`src/rtl/dacif_pkg.sv`:
```
package dacif_pkg;

    // Number of converter channels; the address MSB selects between them.
    localparam int unsigned NUM_CH = 2;

    // Control sequencer states.
    typedef enum logic [1:0] {
        ST_IDLE  = 2'd0,
        ST_ARMED = 2'd1,
        ST_CLEAR = 2'd2
    } ctl_state_e;

    // Address LSB: which part of an input register is written.
    typedef enum logic {
        PART_LOW  = 1'b0,
        PART_HIGH = 1'b1
    } part_e;

endpackage

```
`src/rtl/dacif_sync.sv`:
```
// Multi-stage synchroniser for a bundle of asynchronous bus inputs.
// All bits travel through the same number of flops so they stay aligned.
module dacif_sync #(
    parameter int unsigned      WIDTH   = 8,
    parameter int unsigned      STAGES  = 2,
    parameter logic [WIDTH-1:0] RST_VAL = '0
) (
    input  logic             clk,
    input  logic             rst_n,
    input  logic [WIDTH-1:0] d,
    output logic [WIDTH-1:0] q
);

    logic [STAGES-1:0][WIDTH-1:0] pipe_q;

    always_ff @(posedge clk or negedge rst_n) begin
        if (!rst_n) begin
            pipe_q <= {STAGES{RST_VAL}};
        end else begin
            pipe_q[0] <= d;
            for (int i = 1; i < int'(STAGES); i++) begin
                pipe_q[i] <= pipe_q[i-1];
            end
        end
    end

    assign q = pipe_q[STAGES-1];

endmodule

```
`src/rtl/dacif_ctrl.sv`:
```
// Control sequencer: captures bus fields while write is held and issues
// a one-cycle commit (part load and/or transfer) when write is released.
module dacif_ctrl
    import dacif_pkg::*;
#(
    parameter int unsigned BUS_W  = 8,
    parameter int unsigned ADDR_W = 2
) (
    input  logic                   clk,
    input  logic                   rst_n,
    input  logic                   clr_act,
    input  logic                   wr_act,
    input  logic                   cs_act,
    input  logic                   upd_act,
    input  logic [ADDR_W-1:0]      addr_s,
    input  logic [BUS_W-1:0]       data_s,
    output logic                   clr_o,
    output logic [(1<<ADDR_W)-1:0] ld_en,
    output logic                   xfer_o,
    output logic [BUS_W-1:0]       data_o
);

    localparam int unsigned NUM_TGT = 1 << ADDR_W;

    ctl_state_e state_q, state_d;

    logic              cap_cs_q;
    logic              cap_upd_q;
    logic [ADDR_W-1:0] cap_addr_q;
    logic [BUS_W-1:0]  cap_data_q;
    logic              commit;

    // Next-state logic
    always_comb begin
        state_d = state_q;
        unique case (state_q)
            ST_IDLE: begin
                if (clr_act)     state_d = ST_CLEAR;
                else if (wr_act) state_d = ST_ARMED;
            end
            ST_ARMED: begin
                if (clr_act)      state_d = ST_CLEAR;
                else if (!wr_act) state_d = ST_IDLE;
            end
            ST_CLEAR: begin
                if (!clr_act && !wr_act) state_d = ST_IDLE;
            end
            default: state_d = ST_IDLE;
        endcase
    end

    // State register
    always_ff @(posedge clk or negedge rst_n) begin
        if (!rst_n) state_q <= ST_IDLE;
        else        state_q <= state_d;
    end

    // Field capture while the write strobe is held (outside clear)
    always_ff @(posedge clk or negedge rst_n) begin
        if (!rst_n) begin
            cap_cs_q   <= 1'b0;
            cap_upd_q  <= 1'b0;
            cap_addr_q <= '0;
            cap_data_q <= '0;
        end else if (wr_act && !clr_act && state_q != ST_CLEAR) begin
            cap_cs_q   <= cs_act;
            cap_upd_q  <= upd_act;
            cap_addr_q <= addr_s;
            cap_data_q <= data_s;
        end
    end

    // Output decode
    always_comb begin
        commit = (state_q == ST_ARMED) && !wr_act && !clr_act;
        ld_en  = '0;
        if (commit && cap_cs_q) ld_en[cap_addr_q] = 1'b1;
        xfer_o = commit && cap_upd_q;
        clr_o  = clr_act;
        data_o = cap_data_q;
    end

    // At most one register part is loaded per commit.
    p_single_load_r2: assert property (@(posedge clk) disable iff (!rst_n)
        $onehot0(ld_en));

    // Clear is entered the cycle after it is seen.
    p_clear_enter_r7: assert property (@(posedge clk) disable iff (!rst_n)
        clr_act |=> (state_q == ST_CLEAR));

    // Nothing commits while clear is in force or its write is draining.
    p_clear_blocks_r10: assert property (@(posedge clk) disable iff (!rst_n)
        (state_q == ST_CLEAR) |-> (ld_en == '0 && !xfer_o));

    // Write inactive from idle: no action in the following cycle.
    p_idle_quiet_r8: assert property (@(posedge clk) disable iff (!rst_n)
        (state_q == ST_IDLE && !wr_act) |=> (ld_en == '0 && !xfer_o));

    initial begin
        assert (NUM_TGT == 2 * NUM_CH) else $error("address must cover two parts per channel");
    end

endmodule

```
`src/rtl/dacif_chan.sv`:
```
// One converter channel: two-part input register plus converter register.
module dacif_chan #(
    parameter int unsigned RES_W = 12,
    parameter int unsigned BUS_W = 8
) (
    input  logic             clk,
    input  logic             rst_n,
    input  logic             clr,
    input  logic             ld_lo,
    input  logic             ld_hi,
    input  logic             xfer,
    input  logic [BUS_W-1:0] data,
    output logic [RES_W-1:0] in_word,
    output logic [RES_W-1:0] dac_word
);

    localparam int unsigned HI_W = RES_W - BUS_W;

    logic [BUS_W-1:0] lo_q, lo_d;
    logic [HI_W-1:0]  hi_q, hi_d;
    logic [RES_W-1:0] dac_q;

    always_comb begin
        lo_d = ld_lo ? data : lo_q;
        hi_d = ld_hi ? data[HI_W-1:0] : hi_q;
    end

    always_ff @(posedge clk or negedge rst_n) begin
        if (!rst_n) begin
            lo_q  <= '0;
            hi_q  <= '0;
            dac_q <= '0;
        end else if (clr) begin
            lo_q  <= '0;
            hi_q  <= '0;
            dac_q <= '0;
        end else begin
            lo_q <= lo_d;
            hi_q <= hi_d;
            if (xfer) dac_q <= {hi_d, lo_d};
        end
    end

    assign in_word  = {hi_q, lo_q};
    assign dac_word = dac_q;

    p_hold_dac_r4: assert property (@(posedge clk) disable iff (!rst_n)
        (!clr && !xfer) |=> $stable(dac_word));

    p_clear_zero_r7: assert property (@(posedge clk) disable iff (!rst_n)
        clr |=> (dac_word == '0 && in_word == '0));

    p_keep_high_r3: assert property (@(posedge clk) disable iff (!rst_n)
        (!clr && !ld_hi) |=> $stable(in_word[RES_W-1:BUS_W]));

    p_keep_low_r3: assert property (@(posedge clk) disable iff (!rst_n)
        (!clr && !ld_lo) |=> $stable(in_word[BUS_W-1:0]));

    p_transparent_r6: assert property (@(posedge clk) disable iff (!rst_n)
        (!clr && xfer) |=> (dac_word == in_word));

endmodule

```
`src/rtl/dual_dac_regif.sv`:
```
// Top: synchroniser, control sequencer and two converter channels.
module dual_dac_regif
    import dacif_pkg::*;
#(
    parameter int unsigned RES_W       = 12,
    parameter int unsigned BUS_W       = 8,
    parameter int unsigned SYNC_STAGES = 2
) (
    input  logic             clk,
    input  logic             rst_n,
    input  logic             cs_n,
    input  logic             wr_n,
    input  logic             upd_n,
    input  logic             clr_n,
    input  logic [1:0]       addr,
    input  logic [BUS_W-1:0] data,
    output logic [RES_W-1:0] dac_a,
    output logic [RES_W-1:0] dac_b,
    output logic [RES_W-1:0] inreg_a,
    output logic [RES_W-1:0] inreg_b
);

    localparam int unsigned ADDR_W = 2;
    localparam int unsigned NUM_TGT = 1 << ADDR_W;
    localparam int unsigned SYNC_W = 4 + ADDR_W + BUS_W;
    localparam logic [SYNC_W-1:0] SYNC_RST = {4'b1111, {(ADDR_W + BUS_W){1'b0}}};

    logic [SYNC_W-1:0]  sync_in, sync_out;
    logic               clr_act, wr_act, upd_act, cs_act;
    logic [ADDR_W-1:0]  addr_s;
    logic [BUS_W-1:0]   data_s;
    logic               clr_c, xfer_c;
    logic [NUM_TGT-1:0] ld_en;
    logic [BUS_W-1:0]   data_c;
    logic [RES_W-1:0]   in_arr  [NUM_CH];
    logic [RES_W-1:0]   dac_arr [NUM_CH];

    assign sync_in = {clr_n, wr_n, upd_n, cs_n, addr, data};

    dacif_sync #(
        .WIDTH  (SYNC_W),
        .STAGES (SYNC_STAGES),
        .RST_VAL(SYNC_RST)
    ) u_sync (
        .clk  (clk),
        .rst_n(rst_n),
        .d    (sync_in),
        .q    (sync_out)
    );

    assign clr_act = ~sync_out[SYNC_W-1];
    assign wr_act  = ~sync_out[SYNC_W-2];
    assign upd_act = ~sync_out[SYNC_W-3];
    assign cs_act  = ~sync_out[SYNC_W-4];
    assign addr_s  = sync_out[BUS_W +: ADDR_W];
    assign data_s  = sync_out[BUS_W-1:0];

    dacif_ctrl #(
        .BUS_W (BUS_W),
        .ADDR_W(ADDR_W)
    ) u_ctrl (
        .clk    (clk),
        .rst_n  (rst_n),
        .clr_act(clr_act),
        .wr_act (wr_act),
        .cs_act (cs_act),
        .upd_act(upd_act),
        .addr_s (addr_s),
        .data_s (data_s),
        .clr_o  (clr_c),
        .ld_en  (ld_en),
        .xfer_o (xfer_c),
        .data_o (data_c)
    );

    for (genvar ch = 0; ch < int'(NUM_CH); ch++) begin : g_chan
        dacif_chan #(
            .RES_W(RES_W),
            .BUS_W(BUS_W)
        ) u_chan (
            .clk     (clk),
            .rst_n   (rst_n),
            .clr     (clr_c),
            .ld_lo   (ld_en[2*ch + int'(PART_LOW)]),
            .ld_hi   (ld_en[2*ch + int'(PART_HIGH)]),
            .xfer    (xfer_c),
            .data    (data_c),
            .in_word (in_arr[ch]),
            .dac_word(dac_arr[ch])
        );
    end

    assign inreg_a = in_arr[0];
    assign inreg_b = in_arr[1];
    assign dac_a   = dac_arr[0];
    assign dac_b   = dac_arr[1];

    // Both channels move together on a transfer.
    p_both_move_r5: assert property (@(posedge clk) disable iff (!rst_n)
        (xfer_c && !clr_c) |=> (dac_a == inreg_a && dac_b == inreg_b));

    // Converter outputs only change on a transfer or a clear.
    p_dac_quiet_r8: assert property (@(posedge clk) disable iff (!rst_n)
        (!xfer_c && !clr_c) |=> ($stable(dac_a) && $stable(dac_b)));

endmodule

```
`config.mk`:
```
export PLATFORM = sky130hd
export DESIGN_NAME = dual_dac_regif
export DESIGN_NICKNAME = d
export VERILOG_FILES = /design/src/rtl/dacif_pkg.sv /design/src/rtl/dacif_sync.sv /design/src/rtl/dacif_ctrl.sv /design/src/rtl/dacif_chan.sv /design/src/rtl/dual_dac_regif.sv
export SDC_FILE = /design/constraint.sdc
export NUM_CORES = 1
export LEC_CHECK = 0
export BUFFER_PORTS_ARGS = -buffer_cell sky130_fd_sc_hd__buf_2
export CAP_MARGIN = 5
export CELL_PAD_IN_SITES_DETAIL_PLACEMENT = 2
export CELL_PAD_IN_SITES_GLOBAL_PLACEMENT = 2
export CORE_UTILIZATION = 39
export DETAILED_ROUTE_END_ITERATION = 16
export GPL_ROUTABILITY_DRIVEN = 0
export PLACE_DENSITY = 0.91
export SYNTH_ARGS = -nofsm -noshare
export SYNTH_HDL_FRONTEND = slang
export SYNTH_SLANG_ARGS = --single-unit
export TNS_END_PERCENT = 5
```
`constraint.sdc`:
```
create_clock -name clk -period 2.55 [get_ports clk]
set_clock_uncertainty 0.2 [all_clocks]
set_input_delay 0.255 -clock clk [delete_from_list [all_inputs] [get_ports clk]]
set_output_delay 0.255 -clock clk [all_outputs]
set_load 0.005 [all_outputs]
```
==> run summary <==
CLOCK NETWORK
-------------------------------------------------------------------------------------
Post-CTS Setup Repair Bufs                                                          0
Buffer levels on the longest clock path                                             2
Count of H-tree levels built during CTS                                             3
Number of buffers inserted during clock tree synthesis                              9
Clock-pin slew of the registers on the worst-case setup and hold paths        0.09 ns
Clock latency of the later-clocked register in the worst-skew pair            0.36 ns
Clock sinks                                                                        90
Count of hold-fix buffers inserted at cts                                          15
Clock Tree Root                                                              clkbuf_8
Number of gates resized after CTS                                                   0
Clock tree from TritonCTS                                                       built

STA
-------------------------------------------------------------------------------------
Final setup fails                                                                   0
Actual slew at the worst max-slew pin                                        0.855 ns
Final number of hold-violating endpoints                                            0
Max Fclk                                                                      468 MHz
Clock period minus final worst setup slack                                    2.14 ns
Unrepaired setup endpoints after global routing                                    no
Total Negative Setup Slacks                                                      0 ns
Final period util                                                               0.838
Worst slack on hold paths                                                    0.151 ns
Number of pins with negative max-slew slack in the final report                     0
Max transition margin                                                           0.429

DETAILED ROUTING
-------------------------------------------------------------------------------------
Routed Antenna Nets                                                                 0
Number of remaining DRC errors                                                      0
Number of vias after detailed routing                                            2510
Drt pass-1 iters                                                                    4
DRC marker count from the first detailed-route iteration                          146
Routed wire per std cell                                                      20.6 um
Routed wire length                                                            9190 um
Via density per instance                                                         5.62

WORST HOLD PATH
-------------------------------------------------------------------------------------
Type of the worst min-delay path                                              reg2reg
Hold path depth                                                                     0

SYNTH
-------------------------------------------------------------------------------------
Register area share after synthesis                                             0.656
Synthesized area per cell                                                  12.9 sq um
Total of flip-flops plus latches after synthesis                                   90
Cell area after synthesis                                                  3450 sq um
Number of warnings issued by yosys                                                  0
Cell variety after synth                                                           29
Net count after synthesis                                                         284
Gate count after technology mapping                                               268

GLOBAL ROUTE
-------------------------------------------------------------------------------------
Vias in the first global route                                                   2711
Antenna violations before repair                                                    0
Total gr overflow                                                                   0
Pin count of the biggest net entering global routing                               50
Global router's overall resource usage                                          0.221
Wire length of the first global-routing pass                                 14700 um

FLOORPLANNING
-------------------------------------------------------------------------------------
I/O pin cnt                                                                        64
Width of the die                                                              96.0 um
Die Footprint                                                              9220 sq um
Core area                                                                  8380 sq um
Vertical extent of the die                                                    96.0 um
Number of placement rows                                                           33
Starting utilization of the core area                                           0.412

PLACED DESIGN
-------------------------------------------------------------------------------------
Detailed Place HPWL                                                           6070 um
Post-place instance area                                                   3820 sq um
Number of buffer cells added on primary ports                                      63

CELLS AND AREA
-------------------------------------------------------------------------------------
Area grow syn2layout                                                            21.9%
Cell area after layout                                                     4200 sq um
Total number of nets in the final design                                          353
Share of post-route cells with drive strength above 1                           0.336
Number of inserted diodes                                                           0

RUN
-------------------------------------------------------------------------------------
Number of maximum-capacitance violations                                            0

OUTCOME
-------------------------------------------------------------------------------------
Status                                                                   finished, final reports clean

SETUP PATH
-------------------------------------------------------------------------------------
WP data arrival                                                               2.16 ns
Number of cells on the worst reg-to-reg path                                        3
Maximum net fanout on the critical path                                            27
Data required, critical path                                                  2.57 ns
Worst setup path category                                                     reg2reg
Type of element launching the critical path                                  register
Critical path endpoint category                                              register

PWR
-------------------------------------------------------------------------------------
Total power divided by cell area                                          709 nW/um^2
Leakage power of the design                                                   1.95 nW
Maximum vdd ir drop                                                          0.433 mV

-- flip-flops by register name (all words and copies together) (netlist names) --
register                flops
u_ctrl.cap_cs_q             1
u_ctrl.cap_addr_q           2
u_ctrl.cap_upd_q            1
g_chan.u_chan.lo_q         16
g_chan.u_chan.dac_word     24
u_ctrl.state_q              2
u_ctrl.data_o               8
u_sync.q                   14
g_chan.u_chan.hi_q          8
u_sync.pipe_q              14
-- synthesized netlist by cell type (all sizes together) --
cell | number | area share
and4b | 1 | 0.0029
dfrtp | 82 | 0.59
nor2 | 3 | 0.0033
or3 | 1 | 0.0018
a22oi | 1 | 0.0022
nand3 | 5 | 0.0073
o21ai | 48 | 0.082
and4 | 1 | 0.0025
nor2b | 4 | 0.0073
mux2i | 2 | 0.0058
nand4 | 9 | 0.018
or3b | 2 | 0.0051
dfstp | 8 | 0.061
inv | 3 | 0.0033
nand4b | 11 | 0.028
nand2b | 2 | 0.0036
a21boi | 24 | 0.052
a31oi | 24 | 0.044
buf | 16 | 0.029
a21oi | 1 | 0.0025
mux2 | 10 | 0.033
nand3b | 1 | 0.0022
clkbuf | 9 | 0.0098
-- report_power, final --
group / switching [mW] / internal, mW / total, mW
logic: 0.127 / 0.108 / 0.235
registers: 0.103 / 1.51 / 1.61
clock network: 0.501 / 0.631 / 1.13
-- cell usage in the layout (no fill, tap or decap), drive strengths merged --
| master | Yosys | layout |
|---|---|---|
| dfrtp | 82 | 82 |
| buf | 16 | 68 |
| o21ai | 48 | 48 |
| a31oi | 24 | 24 |
| a21boi | 24 | 24 |
| dlygate4sd3 | 0 | 15 |
| clkbuf | 9 | 12 |
| nand4b | 11 | 11 |
| mux2 | 10 | 10 |
| nand4 | 9 | 9 |
| dfstp | 8 | 8 |
| nand3 | 5 | 5 |
| nor2b | 4 | 4 |
| nor2 | 3 | 3 |
| inv | 3 | 3 |
| or3b | 2 | 2 |
| nand2b | 2 | 2 |
| mux2i | 2 | 2 |
| bufinv | 0 | 2 |
| and4 | 1 | 1 |
| or3 | 1 | 1 |
| nand3b | 1 | 1 |
| and4b | 1 | 1 |
| a21oi | 1 | 1 |
| a22oi | 1 | 1 |
| clkinv | 0 | 1 |
| clkinvlp | 0 | 1 |
-- per-stage QoR --
step | cells | total power [mW] | util | worst slack, ns
finish | 447 | 2.98 | 0.502 | 0.414
global route | 447 | 3.09 | 0.502 | 0.335
CTS | 447 | 3.01 | 0.502 | 0.414
detailed placement | 416 | 1.85 | 0.455 | 0.490
global placement | 416 | 1.82 | 0.455 | 0.597
floorplan | 268 | 1.75 | - | 0.917
-- final cells by class --
type,count,area [sq um]
clock buffer,12,165
clock inverter,4,72.6
fill,831,4180
inverter,3,11.3
multi-input combinational,150,1040
sequential,90,2260
tap,105,131
timing repair buffer,83,518
-- final timing paths --
check	end	startpoint	slack, ns
setup / recovery	g_chan[1].u_chan.dac_word[7]	u_ctrl.cap_addr_q[0]	0.41
max in group asynchronous	u_sync.pipe_q[10]	rst_n	1.17
min in group asynchronous	g_chan[0].u_chan.lo_q[7]	rst_n	0.23
setup reg to reg	g_chan[1].u_chan.dac_word[7]	u_ctrl.cap_addr_q[0]	0.41
hold / removal	u_sync.q[3]	u_sync.pipe_q[3]	0.15
hold reg to reg	u_sync.q[3]	u_sync.pipe_q[3]	0.15
-- logic make-up after synthesis --
kind of cell	after synthesis	share of synthesized area
compound gates	98	0.182
buf+inv	28	0.0417
flops	90	0.656
mux	12	0.0384
simple gates	40	0.0820
-- routing by layer --
metal,global-route usage,up-vias,wire [um]
li1,-,1119,-
met2,0.394,64,4920
met3,0.0458,11,330
met1,0.271,1316,3840
met5,0,-,0
met4,0.0622,0,91
-- critical path, stage by stage (launching register included) --
cell     delay [ns]
dfrtp_1        0.66
or3b_1         0.72
o21ai_1        0.30
a31oi_1        0.13
Note: power is estimated with default switching activity, not from simulation.
